===== src/rtl/fal_pkg.sv =====
package fal_pkg;
  typedef enum logic [0:0] {
    ST_IDLE = 1'b0,
    ST_RUN  = 1'b1
  } fal_state_e;

  // Positions of the controls inside the synchronized vector.
  localparam int unsigned CI_RDY = 0;
  localparam int unsigned CI_LAT = 1;
  localparam int unsigned CI_RST = 2;
  localparam int unsigned CI_OEN = 3;
  localparam int unsigned CI_NUM = 4;
endpackage


===== src/rtl/fal_rst_sync.sv =====
module fal_rst_sync #(
  parameter int unsigned STAGES = 2
) (
  input  logic clk,
  input  logic rst_n,
  output logic rst_n_o
);
  logic [STAGES-1:0] chain_q;

  always_ff @(posedge clk or negedge rst_n) begin
    if (!rst_n) chain_q <= '0;
    else        chain_q <= {chain_q[STAGES-2:0], 1'b1};
  end

  assign rst_n_o = chain_q[STAGES-1];
endmodule


===== src/rtl/fal_sync.sv =====
module fal_sync #(
  parameter int unsigned W      = 4,
  parameter int unsigned STAGES = 2
) (
  input  logic         clk,
  input  logic         rst_n,
  input  logic [W-1:0] d_i,
  output logic [W-1:0] q_o
);
  logic [W-1:0] stg_q [STAGES];

  for (genvar s = 0; s < STAGES; s++) begin : g_stage
    if (s == 0) begin : g_first
      always_ff @(posedge clk or negedge rst_n) begin
        if (!rst_n) stg_q[s] <= '0;
        else        stg_q[s] <= d_i;
      end
    end else begin : g_rest
      always_ff @(posedge clk or negedge rst_n) begin
        if (!rst_n) stg_q[s] <= '0;
        else        stg_q[s] <= stg_q[s-1];
      end
    end
  end

  assign q_o = stg_q[STAGES-1];
endmodule


===== src/rtl/fal_trig.sv =====
module fal_trig (
  input  logic clk,
  input  logic rst_n,
  input  logic rdy_s_i,
  input  logic lat_s_i,
  input  logic rst_s_i,
  input  logic oen_s_i,
  input  logic done_i,
  output logic ctl_ok_o,
  output logic start_o
);
  logic rdy_q, oen_q, por_q;
  logic rdy_rise, oen_fall, por_d;

  assign rdy_rise = rdy_s_i & ~rdy_q;
  assign oen_fall = ~oen_s_i & oen_q;
  assign ctl_ok_o = lat_s_i & rst_s_i & ~oen_s_i;
  assign start_o  = ctl_ok_o & rdy_s_i & (rdy_rise | (por_q & oen_fall));

  always_comb begin
    por_d = por_q;
    if (done_i) por_d = 1'b0;
  end

  always_ff @(posedge clk or negedge rst_n) begin
    if (!rst_n) begin
      rdy_q <= 1'b0;
      oen_q <= 1'b0;
      por_q <= 1'b1;
    end else begin
      rdy_q <= rdy_s_i;
      oen_q <= oen_s_i;
      por_q <= por_d;
    end
  end

  // once the power-on flag is gone, only a ready rise may start
  p_oe_no_start_r5: assert property (@(posedge clk) disable iff (!rst_n)
    (!por_q && !(rdy_s_i && !rdy_q)) |-> !start_o);
  // never start with a control out of level
  p_start_needs_ctl_r3: assert property (@(posedge clk) disable iff (!rst_n)
    start_o |-> (lat_s_i && rst_s_i && !oen_s_i && rdy_s_i));
endmodule


===== src/rtl/fal_seq.sv =====
module fal_seq
  import fal_pkg::*;
#(
  parameter int unsigned AW        = 23,
  parameter int unsigned DW        = 16,
  parameter int unsigned SEQ_LEN   = 4,
  parameter int unsigned CAP_EDGE  = 3,
  parameter logic [DW-1:0] SYNC_WORD = '1
) (
  input  logic          clk,
  input  logic          rst_n,
  input  logic          start_i,
  input  logic          ctl_ok_i,
  input  logic          rdy_s_i,
  input  logic          cfg_rdy_abort_i,
  input  logic [AW-1:0] addr_i,
  output logic          busy_o,
  output logic          done_o,
  output logic          start_rd_o,
  output logic [AW-1:0] cap_addr_o,
  output logic [DW-1:0] data_o,
  output logic          data_oe_o
);
  localparam int unsigned CW      = (SEQ_LEN > 1) ? $clog2(SEQ_LEN) : 1;
  localparam logic [CW-1:0] LAST  = CW'(SEQ_LEN - 1);
  localparam logic [CW-1:0] CAPIX = CW'(CAP_EDGE - 2);

  fal_state_e    st_q, st_d;
  logic [CW-1:0] cnt_q, cnt_d;
  logic [AW-1:0] stage_q, cap_q;
  logic          stage_en, fin, abort, pulse_q;

  assign abort = ~ctl_ok_i | (~rdy_s_i & cfg_rdy_abort_i);

  always_comb begin
    st_d     = st_q;
    cnt_d    = cnt_q;
    stage_en = 1'b0;
    fin      = 1'b0;
    unique case (st_q)
      ST_IDLE: begin
        if (start_i) begin
          st_d  = ST_RUN;
          cnt_d = '0;
        end
      end
      ST_RUN: begin
        if (abort) begin
          st_d = ST_IDLE;
        end else if (cnt_q == LAST) begin
          st_d = ST_IDLE;
          fin  = 1'b1;
        end else begin
          cnt_d    = cnt_q + 1'b1;
          stage_en = (cnt_q == CAPIX);
        end
      end
      default: st_d = ST_IDLE;
    endcase
  end

  always_ff @(posedge clk or negedge rst_n) begin
    if (!rst_n) begin
      st_q    <= ST_IDLE;
      cnt_q   <= '0;
      pulse_q <= 1'b0;
    end else begin
      st_q    <= st_d;
      cnt_q   <= cnt_d;
      pulse_q <= fin;
    end
  end

  always_ff @(posedge clk or negedge rst_n) begin
    if (!rst_n)        stage_q <= '0;
    else if (stage_en) stage_q <= addr_i;
  end

  always_ff @(posedge clk or negedge rst_n) begin
    if (!rst_n)   cap_q <= '0;
    else if (fin) cap_q <= stage_q;
  end

  assign busy_o     = (st_q == ST_RUN);
  assign done_o     = fin;
  assign start_rd_o = pulse_q;
  assign cap_addr_o = cap_q;
  assign data_oe_o  = busy_o;
  assign data_o     = busy_o ? SYNC_WORD : '0;

  // strobe lasts one cycle and follows a running sequence
  p_pulse_single_r8: assert property (@(posedge clk) disable iff (!rst_n)
    start_rd_o |=> !start_rd_o);
  p_pulse_after_run_r8: assert property (@(posedge clk) disable iff (!rst_n)
    start_rd_o |-> $past(st_q == ST_RUN));
  // control loss returns to idle without a strobe
  p_ctl_abort_r9: assert property (@(posedge clk) disable iff (!rst_n)
    (st_q == ST_RUN && !ctl_ok_i) |=> (st_q == ST_IDLE && !start_rd_o));
  // captured address moves only together with the strobe
  p_cap_hold_r9: assert property (@(posedge clk) disable iff (!rst_n)
    !$stable(cap_addr_o) |-> start_rd_o);
  // ready low aborts when configured
  p_rdy_abort_r10: assert property (@(posedge clk) disable iff (!rst_n)
    (st_q == ST_RUN && !rdy_s_i && cfg_rdy_abort_i) |=> !start_rd_o);
endmodule


===== src/rtl/first_addr_latch.sv =====
module first_addr_latch
  import fal_pkg::*;
#(
  parameter int unsigned AW          = 23,
  parameter int unsigned DW          = 16,
  parameter int unsigned SYNC_STAGES = 2,
  parameter int unsigned SEQ_LEN     = 4,
  parameter int unsigned CAP_EDGE    = 3
) (
  input  logic          clk,
  input  logic          rst_n,
  input  logic          rdy_i,
  input  logic          lat_i,
  input  logic          dev_rst_n_i,
  input  logic          oe_n_i,
  input  logic          cfg_rdy_abort_i,
  input  logic [AW-1:0] addr_i,
  output logic [DW-1:0] data_o,
  output logic          data_oe_o,
  output logic          busy_o,
  output logic [AW-1:0] cap_addr_o,
  output logic          start_rd_o
);
  logic              rst_sn;
  logic [CI_NUM-1:0] ctl_raw, ctl_s;
  logic              ctl_ok, start, done;

  fal_rst_sync #(.STAGES(SYNC_STAGES)) u_rst (
    .clk(clk), .rst_n(rst_n), .rst_n_o(rst_sn)
  );

  always_comb begin
    ctl_raw         = '0;
    ctl_raw[CI_RDY] = rdy_i;
    ctl_raw[CI_LAT] = lat_i;
    ctl_raw[CI_RST] = dev_rst_n_i;
    ctl_raw[CI_OEN] = oe_n_i;
  end

  fal_sync #(.W(CI_NUM), .STAGES(SYNC_STAGES)) u_sync (
    .clk(clk), .rst_n(rst_sn), .d_i(ctl_raw), .q_o(ctl_s)
  );

  fal_trig u_trig (
    .clk(clk), .rst_n(rst_sn),
    .rdy_s_i(ctl_s[CI_RDY]), .lat_s_i(ctl_s[CI_LAT]),
    .rst_s_i(ctl_s[CI_RST]), .oen_s_i(ctl_s[CI_OEN]),
    .done_i(done), .ctl_ok_o(ctl_ok), .start_o(start)
  );

  fal_seq #(
    .AW(AW), .DW(DW), .SEQ_LEN(SEQ_LEN), .CAP_EDGE(CAP_EDGE)
  ) u_seq (
    .clk(clk), .rst_n(rst_sn),
    .start_i(start), .ctl_ok_i(ctl_ok), .rdy_s_i(ctl_s[CI_RDY]),
    .cfg_rdy_abort_i(cfg_rdy_abort_i), .addr_i(addr_i),
    .busy_o(busy_o), .done_o(done), .start_rd_o(start_rd_o),
    .cap_addr_o(cap_addr_o), .data_o(data_o), .data_oe_o(data_oe_o)
  );
endmodule


===== config.mk =====
export PLATFORM = sky130hd
export DESIGN_NAME = first_addr_latch
export DESIGN_NICKNAME = d
export VERILOG_FILES = /design/src/rtl/fal_pkg.sv /design/src/rtl/fal_rst_sync.sv /design/src/rtl/fal_sync.sv /design/src/rtl/fal_trig.sv /design/src/rtl/fal_seq.sv /design/src/rtl/first_addr_latch.sv
export SDC_FILE = /design/constraint.sdc
export NUM_CORES = 1
export LEC_CHECK = 0
export BUFFER_PORTS_ARGS = -buffer_cell sky130_fd_sc_hd__buf_4
export CAP_MARGIN = 10
export CORE_ASPECT_RATIO = 1.25
export CORE_UTILIZATION = 55
export DETAILED_ROUTE_END_ITERATION = 16
export HOLD_SLACK_MARGIN = 0.05
export PLACE_DENSITY_LB_ADDON = 0.12
export SKIP_CTS_REPAIR_TIMING = 1
export SYNTH_ARGS = -nofsm -noshare
export SYNTH_HDL_FRONTEND = slang
export SYNTH_HIERARCHICAL = 1
export SYNTH_SLANG_ARGS = --single-unit

===== constraint.sdc =====
create_clock -name clk -period 5 [get_ports clk]
set_input_delay 0.75 -clock clk [delete_from_list [all_inputs] [get_ports clk]]
set_output_delay 0.75 -clock clk [all_outputs]
set_load 0.01 [all_outputs]

== Yosys cells after proc, flatten, opt, wreduce, memory -nomap -nowiden ==
Index checks and enable logic that the tools add are counted.
Storage, ports and cells
  register bits after elaboration: 63
  input port bits: 30
  output and inout port bits: 42
  logic and storage cells: 48
Cells by class
  $add $sub $neg: 1
  equal/unequal tests: 5
  muxes and demuxes: 15
  bitwise logic cells: 15
  reduce and logical (&&, ||, !) cells: 1
Operator list (number)
  2-to-1 mux 16 bit: 1
  2-to-1 mux 1 bit: 9
  bitwise AND 1 bit: 8
  2-to-1 mux 2 bit: 3
  inequality test 2 bit (second input constant): 3
  NOT 1 bit: 5
  one-hot mux 2 bit (2 select lines): 1
  AND reduction 3 bit: 1
  adder 2 x 1 -> 2 bit (second input constant): 1
  equality test 2 x 1 -> 1 bit (second input constant): 1
  equality test 2 bit (second input constant): 1
  bitwise OR 1 bit: 2
  one-hot mux 1 bit (2 select lines): 1

== Depth between registers and ports, before layout ==
Gate-level depths: netlist of run 1.
  word-level depth: 7
  depth in mapped cells: 7
  depth with buffers taken out: 5

== Cells and area by module ==
Netlist of run 1, hierarchy kept.
By module, submodules not included
  fal_seq: times used 1, cells an instance 131, area an instance 2143.3 um^2, sequential area each 1251.2 um^2
  fal_sync: times used 1, cells an instance 12, area an instance 230.2 um^2, sequential area each 200.2 um^2
  fal_trig: times used 1, cells an instance 9, area an instance 112.6 um^2, sequential area each 76.3 um^2
  fal_rst_sync: times used 1, cells an instance 3, area an instance 53.8 um^2, sequential area each 50.0 um^2

== Worst setup path before layout of run 1 ==
No wires, ideal clock.
  path type: register to output
  from: register u_seq.st_q, in the netlist u_seq/busy_o
  to: output data_o[0]
  data arrival time: 0.960 ns
  data required time: 4.250 ns
  setup slack: 3.290 ns
  stages on the path, launching flop included: 2
  buffers on the path: 1
  cell sequence: dfrtp_1 buf_4
Between the ends
  cells in the longest elaborated chain, start to end: 1
Ends and longest elaborated chain
  start, declared: RTL line fal_seq.sv:28  | fal_state_e st_q, st_d;
  start signal, assigned: RTL line fal_seq.sv:68  | st_q <= st_d;
  2-to-1 mux 16 bit: RTL line fal_seq.sv:89  | assign data_o = busy_o ? SYNC_WORD : '0;
  end, declared: RTL line first_addr_latch.sv:18  | output logic [DW-1:0] data_o,
No other way between the ends.

== Worst setup path in the final report of run 1 ==
  from: register u_seq.st_q, in the netlist u_seq/busy_o
  to: output data_o[5]
The elaborated chain is that of the path after synthesis.

==> results.md, run 1 <==
- Initial antenna violation count: 0
- Die Span Y: 78.0 um
- Largest net degree at the start of global routing: 41
- IO Port Bufs: 71
- # DRC: 0
- CTS tree: yes
- Worst Clk Skew: 0.00731 ns
- Clk buf depth: 2
- Crit end category: output port
- Starting Density: 57.4%
- Critical path depth in cells: 1
- CP startpoint: u_seq/busy_o
- Drt pass-1 iters: 2
- CP cell instances: buf_4
- Crit path max-delay family: flip-flops
- CTS H-tree depth: 3
- Final slew viol count: 0
- Post-DR wirelength/cell: between 10 and 15 um
- Largest stage delay, worst path: 0.79 ns
- Detailed-route via count: 1376
- DP Area: 0.00295 mm^2
- CTS buffer count: 9
- Post-Syn Area: 0.00254 mm^2
- ANT cells: 0
- Unrepaired setup endpoints after global routing: no
- Crit Path Category: flip-flop to output port
- Crit-path max FO: 22
- Post-Layout Cell Count: around 280
- Slowest-stage cell, CP: dfrtp_1
- Max cap viols: 0
- Cells after Synth: 155
- Final instance area: 0.00316 mm^2
- Critical path endpoint: data_o[5]
- Data arrival, critical path: 1.36 ns
- Synth Net Count: 187
- Clock slew at reported path FFs: 0.06 ns
- Met2 routed WL: around 2.1 mm
- Layout cells sized above 1: between 60% and 70%
- Final net count: 245
- Unique masters post-synth: 18
- Pwr dens: between 300 and 400 mW/mm^2
- Warnings from Yosys: 6
- Min-Delay Path Class: input port to asynchronous set/reset pin
- Cell Count Post-Placement: 260
- Type of origin of the critical path: flip-flop
- Status: finished clean
- Clock sinks: 63
- FF-to-FF End: u_seq/cap_addr_o[1]
- Detail Route Antenna Nets: 0
- Slew Limit Headroom: 53.8%
- Register area share after synthesis: 62.1%
- Boundary Pins: 72
- Vias/cell: 4.99
- Reg2reg start: u_seq/busy_o
- Period utilization: 42.2%
- Area growth, synth to finish: 24.6%
- LEAKAGE: 0.00177 uW
- Peak Freq: 0.474 GHz
- RePlAce Congestion: slightly above 0.7
- CTS Root Cell: clkbuf_8
- DR iter-0 viols: 60
- Worst EP required: 4.25 ns
- Hold Violations, Final: 0
- Total Routing Usage GR: 18.2%
- Final setup TNS: 0 ns
- Final wirelength: roughly 4 mm
- Worst Path Buf+Inv: 1
- Synthesized area per cell: 16.4 um^2
- Cell row count: 27
- WL met1: between 1.5 and 2 mm
- Cells on worst reg2reg path: 2
- Die width: 62.8 um
- Worst Max-Slew Pin Slew: 0.693 ns
- Register-to-register setup slack: about 2.9 ns
- Vias in the first global route: between 1000 and 1500
- First-pass GRT wire length: between 6 and 7 mm
- Post-synthesis register bit count: 63
- Clock latency on the worst-skew pair: approximately 0.33 ns
- Grt total ovfl: 0
- Final Critical Period: 2.11 ns
- Final Setup Violations: 0
- Pwr Total: 1050 uW
- Met3 routed WL: 257 um
- Die area: 0.00490 mm^2
- Core area: 0.00443 mm^2
- Max IR drop VDD: between 0.2 and 0.3 mV
- Highest Signal Layer: met4
[sequential cells by signal (all words and copies together) (netlist names)]
register and flops:
u_seq/cap_addr_o 23, u_seq/busy_o 1, u_seq/start_rd_o 1, u_sync/stg_q 4
u_seq/cnt_q 2, u_seq/stage_q 23, u_rst/chain_q 2, u_sync/q_o 4
u_trig/rdy_q 1, u_trig/oen_q 1, u_trig/por_q 1
[cells in the mapped netlist, drive strengths merged]
library cell   n  area [um^2]
nor2           1         3.75
mux2          46          589
buf           25          203
mux2i          2         20.0
nor2b          1         6.26
conb           1         3.75
ha             2         25.0
inv            3         11.3
a2111oi        1         15.0
dfrtp         62         1550
dfstp          1         26.3
nand2          5         18.8
nand4b         1         8.76
nand4          2         42.5
nand2b         2         15.0
[cells in the final DEF (no fill, tap or decap)]
cell type   count
clkinv_2        2
nor2b_1         1
clkbuf_8        9
ha_1            2
mux2i_1         2
mux2_4         19
bufinv_16       2
clkbuf_1        1
nand2b_2        1
clkinvlp_4      2
nand2b_1        1
dfstp_2         1
buf_4          72
nand2_1         5
a2111oi_2       1
nand4b_1        1
conb_1          1
mux2_2         27
dfrtp_1        61
nor2_1          1
inv_1           3
dfrtp_2         1
nand4_4         2
[layout make-up]
class | instances | area (um^2)
clock buffers | 10 | 128
clock inverters | 6 | 85.1
fillers | 297 | 1260
inverters | 3 | 11.3
multi-input cells | 64 | 748
flip-flops and latches | 63 | 1580
well taps | 58 | 72.6
repair buffers | 72 | 541
[through the flow]
stage / utilization (%) / worst slack [ns] / hold slack (ns)
after floorplan: - / 3.12 / 0.331
after global placement: 66.7 / 2.91 / 0.216
after detailed placement: 66.7 / 2.86 / 0.234
after CTS: 71.5 / 2.86 / 0.172
after global routing: 71.5 / 2.77 / 0.169
final: 71.5 / 2.89 / 0.189
[worst min-delay path by stage]
stage	endpoint	slack, ns	cells past startpoint
final	u_rst/chain_q[1]	0.19	1
after CTS	u_rst/chain_q[1]	0.17	1
after global placement	u_sync/stg_q[4]	0.22	0
after detailed placement	u_sync/stg_q[5]	0.23	0
after floorplan	u_rst/chain_q[1]	0.33	0
after global routing	u_rst/chain_q[1]	0.17	1
[power breakdown]
group	internal (uW)	switching (uW)	total [uW]
combinational	27.5	20.3	47.8
clock	279	184	463
sequential	523	11.5	535
[metal layers]
layer	global-route usage (%)	vias up
met5	0	-
met4	12.6	0
met3	7.06	7
met2	29.6	59
met1	19.2	690
li1	-	620
[cells by family (layout without fill, tap and decap cells)]
group / count (synthesis) / after routing / share of synthesized area (%)
compound gates: 1 / 1 / 0.591
fa+ha+maj: 2 / 2 / 0.985
buf+inv: 28 / 91 / 8.42
flops: 63 / 63 / 62.1
mux: 48 / 48 / 24.0
other cells: 1 / 1 / 0.148
simple gates: 12 / 12 / 3.74
Note: power is estimated with default switching activity, not from simulation.
==> run 2, diff against run 1 <==
- CORE_UTILIZATION: 55 -> 46
- clock period: 5 -> 1.9 ns (I/O delays scaled with it)
==> run 2 against run 1 <==
  * Clock power grew to 2.7 times the previous value
  * First-iteration DRC count fell by 15%
  * Utilization is 9.0 points lower
  * Hold slack worse by 0.12 ns
  * Die area increased by 19%
  * Power rose to 2.7 times the previous value
  * Via count increased by 0.15%
  * Largest power group unchanged
==> results.md, run 2 (synthesis gave the netlist of run 1 again) <==
- Status: finished clean (unchanged)
- Pwr Total: 2820 uW (was 1050 uW)
- Detailed Place HPWL: between 2 and 3 mm
- Largest net degree at the start of global routing: 34 (was 41)
- IO Port Bufs: 71 (unchanged)
- Clock sinks: 63 (unchanged)
- Die area: 0.00582 mm^2 (was 0.00490 mm^2)
- ANT cells: 0 (unchanged)
- Period utilization: between 80 and 90%
- Unrepaired setup endpoints after global routing: no (unchanged)
- Crit-path max FO: 23 (was 22)
- Final wirelength: 4.08 mm (was 3.96 mm)
- Detail Route Antenna Nets: 0 (unchanged)
- Seq. cell area: 0.00158 mm^2 (unchanged)
- Starting Density: 49.0% (was 57.4%)
- Commonest non-fill, non-tap cell in the layout: buf_4 (unchanged)
- RePlAce Congestion: 0.645 (was 0.727)
- Final slew viol count: 0 (unchanged)
- Die Span Y: 85.1 um (was 78.0 um)
- Detailed-route via count: 1378 (was 1376)
- Footprint of the multi-input gates: 748 um^2 (unchanged)
- Total Routing Usage GR: 16.0% (was 18.2%)
- Data arrival, critical path: 1.77 ns (was 1.36 ns)
- Final net count: 251 (was 245)
- First-pass GRT wire length: 6.68 mm (was 6.41 mm)
- Core area: 0.00519 mm^2 (was 0.00443 mm^2)
- Boundary Pins: 72 (unchanged)
- Pwr dens: 868 mW/mm^2 (was 331 mW/mm^2)
- Cell row count: 29 (was 27)
- Hold EP: u_sync/stg_q[4]
- Worst EP required: 2.11 ns (was 4.25 ns)
- Register share of total power: 50.1% (was 51.2%)
- Vias in the first global route: 1452 (was 1400)
- Hold Crit Depth: 1
- Slew Limit Headroom: 56.7% (was 53.8%)
- Clock latency on the worst-skew pair: 0.33 ns (about the same)
- # DRC: 0 (unchanged)
- Clk network pwr share: 45.2% (was 44.3%)
- Clk buf depth: 2 (unchanged)
- CTS tree: yes (unchanged)
- Crit Path Category: flip-flop to flip-flop (was flip-flop to output port)
- Cells on worst reg2reg path: 4 (was 2)
- DP Area: 0.00300 mm^2 (was 0.00295 mm^2)
- Fill cells: 398 (was 297)
- Min-Delay Path Class: input port to flip-flop (was input port to asynchronous set/reset pin)
- CTS Root Cell: clkbuf_8 (unchanged)
- Peak Freq: 0.638 GHz
- FF-to-FF End: u_seq/stage_q[11] (was u_seq/cap_addr_o[1])
- Final setup TNS: 0 ns (unchanged)
- Psw: 549 uW (was 216 uW)
- Worst hold start: rdy_i
- Layout cells sized above 1: 63.4% (was 63.8%)
- Most frequent cells in the layout: 75 x buf_4, 61 x dfrtp_1, 27 x mux2_2 (was 72 x buf_4, 61 x dfrtp_1, 27 x mux2_2)
- Reg2reg start: u_sync/q_o[0] (was u_seq/busy_o)
- CTS buffer count: 9 (unchanged)
- Post-DR wirelength/cell: 14.3 um (about the same)
- Register-to-register setup slack: 0.33 ns (was 2.94 ns)
- Drt pass-1 iters: 2 (unchanged)
- Switching Fraction: 19.5% (was 20.7%)
- Worst Max-Slew Pin Slew: 0.650 ns (was 0.693 ns)
- Crit end category: flip-flop (was output port)
- Grt total ovfl: 0 (unchanged)
- Clock slew at reported path FFs: 0.06 ns (about the same)
- Max IR drop VDD: 0.510 mV (was 0.272 mV)
- LEAKAGE: 0.00181 uW (was 0.00177 uW)
- Final instance area: 0.00324 mm^2 (was 0.00316 mm^2)
- Final Setup Violations: 0 (unchanged)
- Max cap viols: 0 (unchanged)
- Cell Int Power: 2270 uW (was 830 uW)
- Final Critical Period: 1.57 ns
- Area growth, synth to finish: 27.7% (was 24.6%)
- Type of origin of the critical path: flip-flop (unchanged)
- Die width: 68.5 um (was 62.8 um)
- CTS H-tree depth: 3 (unchanged)
- Worst Clk Skew: 0.00831 ns (was 0.00731 ns)
- Vias/cell: 4.82 (was 4.99)
- DR iter-0 viols: 51 (was 60)
- Hold Violations, Final: 0 (unchanged)
- Initial antenna violation count: 0 (unchanged)
- Comb power frac: 4.7% (was 4.6%)
run 2: changes by cell type in the layout (fill, tap and decap cells not counted), sizes merged:
cell         delta
clkbuf          +3
clkinvlp        -2
buf             +4
dlygate4sd3     +2
clkinv          -1
run 2: cell type report:
class	instances	area share [%]
Sequential cell	63	48.7
Multi-Input combinational cell	64	23.1
Timing Repair Buffer	78	18.6
Clock buffer	13	4.90
Tap cell	62	2.39
Clock inverter	3	2.01
Inverter	3	0.347
run 2: how the worst max path moves through the flow:
stage	endpoint	from	cells after the start	slack (ns)
after floorplan	u_seq/busy_o	u_rst/chain_q[1]	0	0.02
after global placement	u_seq/cap_addr_o[6]	u_sync/q_o[3]	4	0.37
after detailed placement	u_seq/stage_q[11]	u_sync/q_o[0]	4	0.33
after CTS	u_seq/stage_q[11]	u_sync/q_o[0]	4	0.32
after global routing	u_seq/stage_q[13]	u_sync/q_o[0]	4	0.27
final	u_seq/stage_q[11]	u_sync/q_o[0]	4	0.33
run 2: power groups by stage:
| stage | clock [uW] | sequential (uW) | combinational, uW |
|---|---|---|---|
| 5_1_grt | 1390 | 1420 | 147 |
| 2_1_floorplan | 0 | 1440 | 62.7 |
| 3_5_place_dp | 0 | 1440 | 133 |
| 3_3_place_gp | 0 | 1430 | 126 |
| 6_report | 1270 | 1410 | 132 |
| 4_1_cts | 1310 | 1410 | 133 |
run 2: per-stage QoR:
| stage | hold WS [ns] | setup WS [ns] | instances | utilization [%] |
|---|---|---|---|---|
| 3_3_place_gp | 0.0673 | 0.372 | 268 | 57.8 |
| 6_report | 0.0666 | 0.333 | 286 | 62.5 |
| 5_1_grt | 0.0510 | 0.274 | 286 | 62.5 |
| 4_1_cts | -0.284 | 0.317 | 284 | 62.1 |
| 2_1_floorplan | -0.0106 | 0.0177 | 155 | - |
| 3_5_place_dp | 0.0678 | 0.326 | 268 | 57.8 |
run 2: worst max-delay path: stages (launching register included):
cell and delay (ns):
dfrtp_1 0.39, nand2b_2 0.24, nand4_4 0.11, buf_4 0.32, mux2_2 0.38
run 2: routing by layer:
layer,routed length [um],vias up,GRT usage (%)
met1,1710,678,20.0
met3,297,10,4.44
met5,0,-,0
li1,-,633,-
met2,1990,57,24.7
met4,87,0,8.52
